==> config.mk <==
export PLATFORM = sky130hd
export DESIGN_NAME = spiSelectSlave
export DESIGN_NICKNAME = d
export VERILOG_FILES = /design/src/rtl/spiSlvPkg.sv /design/src/rtl/spiSlvCtrl.sv /design/src/rtl/spiSlvData.sv /design/src/rtl/spiSelectSlave.sv
export SDC_FILE = /design/constraint.sdc
export NUM_CORES = 1
export LEC_CHECK = 0
export CAP_MARGIN = 20
export CORE_MARGIN = 1
export CORE_UTILIZATION = 50
export CTS_CLUSTER_DIAMETER = 60
export DETAILED_ROUTE_END_ITERATION = 7
export PLACE_DENSITY = 0.74
export SETUP_SLACK_MARGIN = 0.4
export SKIP_CTS_REPAIR_TIMING = 1
export SLEW_MARGIN = 10
export SYNTH_ARGS = -nofsm -noshare
export SYNTH_HDL_FRONTEND = slang
export SYNTH_SLANG_ARGS = --single-unit
export TNS_END_PERCENT = 20
==> constraint.sdc <==
create_clock -name clk -period 5.75 [get_ports clk]
set_clock_uncertainty 0.2 [all_clocks]
set_input_delay 1.725 -clock clk [delete_from_list [all_inputs] [get_ports clk]]
set_output_delay 1.725 -clock clk [all_outputs]
set_load 0.005 [all_outputs]
==> src/rtl/spiSlvPkg.sv <==
package spiSlvPkg;
  localparam logic [3:0] MODE_SEL  = 4'b0100;
  localparam logic [3:0] MODE_FREE = 4'b0101;

  typedef struct packed {
    logic sample;
    logic last;
    logic shift;
    logic reload;
    logic idle;
  } spiStrobeT;
endpackage

==> src/rtl/spiSlvCtrl.sv <==
module spiSlvCtrl
  import spiSlvPkg::*;
#(
  parameter int DATA_W = 8,
  parameter int SYNC_N = 2
) (
  input  logic      clk,
  input  logic      rst,
  input  logic      enable,
  input  logic [3:0] modeSel,
  input  logic      clkPol,
  input  logic      clkPhase,
  input  logic      sclkIn,
  input  logic      ssN,
  input  logic      sdi,
  output spiStrobeT stb,
  output logic      sdiSync,
  output logic      busy,
  output logic      sdoOe
);
  localparam int CNT_W = $clog2(DATA_W);
  localparam logic [CNT_W-1:0] LAST_BIT = CNT_W'(DATA_W - 1);

  logic [SYNC_N-1:0] sclkQ, ssQ, sdiQ;
  logic normPrev, norm, selUse, legal, active;
  logic lead, trail, sampleEv, shiftEv, phase;
  logic [CNT_W-1:0] cnt;

  always_ff @(posedge clk) begin
    if (rst) begin
      sclkQ    <= '0;
      ssQ      <= '1;
      sdiQ     <= '0;
      normPrev <= 1'b0;
    end else begin
      sclkQ    <= {sclkQ[SYNC_N-2:0], sclkIn};
      ssQ      <= {ssQ[SYNC_N-2:0], ssN};
      sdiQ     <= {sdiQ[SYNC_N-2:0], sdi};
      normPrev <= norm;
    end
  end

  assign norm    = sclkQ[SYNC_N-1] ^ clkPol;
  assign sdiSync = sdiQ[SYNC_N-1];
  assign selUse  = (modeSel == MODE_SEL);
  assign legal   = enable && (selUse || modeSel == MODE_FREE) && !(clkPhase && !selUse);
  assign active  = legal && (!selUse || !ssQ[SYNC_N-1]);
  assign lead    = active && norm && !normPrev;
  assign trail   = active && !norm && normPrev;
  assign sampleEv = clkPhase ? trail : lead;
  assign shiftEv  = clkPhase ? lead : trail;

  always_ff @(posedge clk) begin
    if (rst || !active) begin
      cnt   <= '0;
      phase <= 1'b0;
    end else if (sampleEv) begin
      cnt   <= (cnt == LAST_BIT) ? '0 : cnt + 1'b1;
      phase <= 1'b0;
    end else if (shiftEv && clkPhase) begin
      phase <= 1'b1;
    end
  end

  always_comb begin
    stb.sample = sampleEv;
    stb.last   = sampleEv && (cnt == LAST_BIT);
    stb.shift  = shiftEv && !(!clkPhase && cnt == '0);
    stb.reload = (!clkPhase && shiftEv && cnt == '0) || (clkPhase && stb.last);
    stb.idle   = !active;
  end

  assign busy  = (cnt != '0) || phase;
  assign sdoOe = legal && (!selUse || !ssN);

  AST_STROBE_EXCL: assert property (@(posedge clk) disable iff (rst)
    $onehot0({stb.sample, stb.shift}));
  AST_CNT_CLEAR: assert property (@(posedge clk) disable iff (rst)
    (selUse && $rose(ssQ[SYNC_N-1])) |=> (cnt == '0 && !busy));
endmodule

==> src/rtl/spiSlvData.sv <==
module spiSlvData
  import spiSlvPkg::*;
#(
  parameter int DATA_W = 8
) (
  input  logic              clk,
  input  logic              rst,
  input  spiStrobeT         stb,
  input  logic              clkPhase,
  input  logic              sdiSync,
  input  logic              busy,
  input  logic [DATA_W-1:0] txData,
  input  logic              txWrite,
  input  logic              ack,
  output logic              sdo,
  output logic [DATA_W-1:0] rxData,
  output logic              byteDone,
  output logic              overflow,
  output logic              writeColl
);
  logic [DATA_W-1:0] rxSr, txSr, txBuf, nextRx;
  logic sdoBit, full, wrOk;

  assign nextRx = {rxSr[DATA_W-2:0], sdiSync};
  assign full   = byteDone && !ack;
  assign wrOk   = txWrite && !busy;

  always_ff @(posedge clk) begin
    if (rst) begin
      rxSr <= '0; rxData <= '0; txSr <= '0; txBuf <= '0; sdoBit <= 1'b0;
      byteDone <= 1'b0; overflow <= 1'b0; writeColl <= 1'b0;
    end else begin
      if (stb.sample) rxSr <= nextRx;
      if (stb.last) begin
        byteDone <= 1'b1;
        if (full) overflow <= 1'b1;
        else      rxData   <= nextRx;
      end else if (ack) begin
        byteDone <= 1'b0;
        overflow <= 1'b0;
      end
      if (txWrite && busy) writeColl <= 1'b1;
      else if (ack)        writeColl <= 1'b0;
      if (wrOk) txBuf <= txData;
      if (wrOk)                        txSr <= txData;
      else if (stb.idle || stb.reload) txSr <= txBuf;
      else if (stb.shift)              txSr <= {txSr[DATA_W-2:0], 1'b0};
      if (stb.shift && clkPhase) sdoBit <= txSr[DATA_W-1];
    end
  end

  assign sdo = clkPhase ? sdoBit : txSr[DATA_W-1];

  AST_OVF_KEEP: assert property (@(posedge clk) disable iff (rst)
    (stb.last && byteDone && !ack) |=> (overflow && $stable(rxData)));
  AST_COLL_SET: assert property (@(posedge clk) disable iff (rst)
    (txWrite && busy) |=> writeColl);
  AST_ACK_CLEAR: assert property (@(posedge clk) disable iff (rst)
    (ack && !stb.last && !txWrite) |=> (!byteDone && !overflow && !writeColl));
endmodule

==> src/rtl/spiSelectSlave.sv <==
module spiSelectSlave
  import spiSlvPkg::*;
#(
  parameter int DATA_W = 8
) (
  input  logic              clk,
  input  logic              rst,
  input  logic              enable,
  input  logic [3:0]        modeSel,
  input  logic              clkPol,
  input  logic              clkPhase,
  input  logic              sclkIn,
  input  logic              ssN,
  input  logic              sdi,
  output logic              sdo,
  output logic              sdoOe,
  input  logic [DATA_W-1:0] txData,
  input  logic              txWrite,
  output logic [DATA_W-1:0] rxData,
  output logic              byteDone,
  output logic              overflow,
  output logic              writeColl,
  input  logic              ack
);
  spiStrobeT stb;
  logic sdiSync, busy;

  spiSlvCtrl #(.DATA_W(DATA_W)) uCtrl (
    .clk(clk), .rst(rst), .enable(enable), .modeSel(modeSel), .clkPol(clkPol),
    .clkPhase(clkPhase), .sclkIn(sclkIn), .ssN(ssN), .sdi(sdi), .stb(stb),
    .sdiSync(sdiSync), .busy(busy), .sdoOe(sdoOe)
  );

  spiSlvData #(.DATA_W(DATA_W)) uData (
    .clk(clk), .rst(rst), .stb(stb), .clkPhase(clkPhase), .sdiSync(sdiSync),
    .busy(busy), .txData(txData), .txWrite(txWrite), .ack(ack), .sdo(sdo),
    .rxData(rxData), .byteDone(byteDone), .overflow(overflow), .writeColl(writeColl)
  );

  AST_OE_RELEASE: assert property (@(posedge clk) disable iff (rst)
    (modeSel == MODE_SEL && ssN) |-> !sdoOe);
  AST_ILLEGAL_IDLE: assert property (@(posedge clk) disable iff (rst)
    (clkPhase && modeSel != MODE_SEL) |-> (!sdoOe && !stb.sample));
endmodule

==> reports/results.ini <==
[status]
outcome = finished, final reports clean

[placed_design]
place_ws_ns = 0.633
port_buffers = 34
dp_hpwl_mm = 2.55
gp_congestion = 0.802

[logic_synthesis]
synthTopCellsByArea = dfxtp_1 (48%), mux2i_1 (10%), nand2_1 (4.5%)
yosysTopAreaCell = dfxtp_1
yosys.area.top_type_share_pct = 48.3
synth_mux_area_share_pct = 11.1
netlist_instances = 198
ys_ff_latch = 46
synth_cell_types = 37
synth_nets = 223
synth_xor_area_share_pct = 0.853
yosys_warnings = 0
synth-simple-area-share_pct = 19.8
syn-cell-area_mm2 = 0.00191
synth_top_family_by_area = simple AND/OR/NAND/NOR gates
syn_avg_cell_area_um2 = 9.63
synth_compound_area_share_pct = 14.6
synth_fa_ha_area_share_pct = 1.97
yosysSeqAreaShare_pct = 48.3

[setup_path]
worstSetupPathType = input pin to output pin
cpMostUsedCell = clkdlybuf4s50_1
crit_path_start_kind = input pin
worstPathMaxFanout = 9
crit_chain = clkdlybuf4s50_1 > mux2_2 > clkdlybuf4s50_1
cp_num_buf_inv = 2
cp_top_family = buffers and inverters
crit_slowest_cell = clkdlybuf4s50_1
critical_path.endpoint_type = output pin
required_ns = 3.83
cp.arrival_ns = 3.21
crit_path_max_incr_delay_ns = 0.67

[timing]
worst_slack_ns = 0.614
hold_viol = 0
setup_viol = 0
max_freq_mhz = 195
maxSlewViolCount = 0
period_needed_ns = 5.14
relSlewSlack_pct = 66.8
setup_tns_ns = 0
tightest_slew_ns = 0.485
rsz0062_at_grt = false
min_period_over_period_pct = 89.3

[global_routing]
grt_max_degree = 41
track_usage_pct = 20.5
antenna_found_initial = 0
grt_pass1_vias = 1463
overflow = 0
grt_first_pass_wirelength_mm = 6.43

[clock_tree]
tritoncts = yes
htreeDepth = 2
clk_pin_slew_worst_paths_ns = 0.08
clockBufferDepth = 2
cts.sinks = 46
numCtsBuffers = 5
clk_latency_ns = 0.30
cts_root_buf = clkbuf_8

[floorplanning]
die_width_um = 63.8
start_util_pct = 52.1
dieArea_mm2 = 0.00406
die_h_um = 63.8
rows = 22
io_pins = 35
core_mm2 = 0.00366

[finish]
syn2layout_area_growth_pct = 24.5
multiInputGateArea_um2 = 921
antenna_cells = 0
layout_common_cells = dfxtp_1 (46), clkdlybuf4s50_1 (34), nand2_1 (23), nor2_1 (23), mux2i_1 (20)
nNetsFinal = 258
seq_area_um2 = 921
nFillCells = 312
drive_gt1_share_pct = 11.1
final_common_cell = dfxtp_1

[drt]
drc = 0
wl_mm = 3.67
viasPerCell = 5.21
avgRoutedWirePerCell_um = 13.0
drtPass1Iterations = 4
drt.antenna.violating_nets = 0
num_vias = 1470
drtIter0Drc = 61

[hold_path]
hold_path_class = register to register

[power_and_ir_drop]
p_leak_nw = 0.862
powerDensity_mw_per_mm2 = 245
worst_ir_drop_vdd_v = 0.000167

[job]
maxCapViolCount = 0

[cells in the mapped netlist]
cell type / count
nor4_1: 1
o221a_2: 7
xnor2_2: 1
o311ai_0: 1
nand2b_1: 4
nand2_1: 23
clkbuf_1: 6
ha_1: 3
or2_2: 2
o21a_1: 7
mux2_2: 1
buf_2: 1
nand3_1: 2
nor2_1: 23
nor4b_1: 1
mux2i_1: 20
o2111ai_1: 1
o21ai_0: 8
inv_1: 4
and2_1: 2
nor3_1: 4
nand3_2: 1
o31ai_1: 1
buf_6: 1
nor2b_1: 4
buf_4: 1
nor3b_1: 1
nand4b_1: 1
or4_1: 1
or3_1: 1
clkinv_1: 1
o211a_1: 1
dfxtp_1: 46
nor3_4: 2
a21boi_2: 1
a21oi_1: 12
and4bb_2: 1
[final cells by class]
class	instances	area share [%]
flip-flops and latches	46	38.8
clock inverters	1	0.211
repair buffers	37	15.3
multi-input cells	138	38.8
clock buffers	7	3.64
well taps	48	2.53
inverters	5	0.790
[per-layer routing]
layer  track usage (%)  up-vias  wire [µm]
li1                  -      757          -
met1              24.2      680       1700
met2              33.6       24       1720
met3              4.82        9        150
met4              12.5        0        104
met5                 0        -          0
[final timing paths]
path | start | cells past startpoint | slack, ns | end
max | clkPhase | 3 | 0.61 | sdo
min | uCtrl.ssQ[0]$_SDFF_PP1_ | 1 | 0.22 | uCtrl.ssQ[1]$_SDFF_PP1_
max reg2reg | uCtrl.cnt[0]$_SDFFE_PP0P_ | 7 | 3.37 | uData.txSr[3]$_SDFFE_PP0P_
min reg2reg | uCtrl.ssQ[0]$_SDFF_PP1_ | 1 | 0.22 | uCtrl.ssQ[1]$_SDFF_PP1_
[worst register-to-register path, stage by stage, from the launching register on]
cell	delay, ns
dfxtp_1	0.34
ha_1	0.21
ha_1	0.24
and2_1	0.18
o211a_1	0.27
nor3_4	0.28
nand2_1	0.23
o221a_2	0.32
[power breakdown]
part           leakage [nW]  internal [mW]  switching, mW
clock network        0.0482         0.0970          0.104
registers             0.375          0.327        0.00418
logic                 0.439         0.0259         0.0231
total                 0.862          0.450          0.131
[registers in the layout (all words and copies together) (netlist names), 2 cells and up]
| register | flops |
|---|---|
| uData.txSr | 8 |
| uCtrl.cnt | 3 |
| uCtrl.sdiQ | 2 |
| uData.txBuf | 8 |
| uCtrl.ssQ | 2 |
| uCtrl.sclkQ | 2 |
| uData.rxSr | 7 |
| uData.rxData | 8 |
[stage by stage]
stage / utilization [%] / total power [mW] / area (µm²) / hold slack, ns / std cells
after global routing: 64.9 / 0.607 / 2370 / 0.243 / 282
after floorplan: - / 0.366 / 1910 / 0.189 / 198
after global placement: 62.4 / 0.387 / 2280 / 0.193 / 274
after CTS: 64.9 / 0.586 / 2370 / 0.225 / 282
final: 64.9 / 0.581 / 2370 / 0.221 / 282
after detailed placement: 62.4 / 0.388 / 2280 / 0.208 / 274
[cell families after synthesis]
group / after synthesis
adders and majority gates: 3
and+or+nand+nor: 74
xor gates and xnor gates: 1
AOI/OAI and AO/OA: 39
muxes: 21
buffers and inverters: 14
DFF: 46
Note: power is estimated with default switching activity, not from simulation.
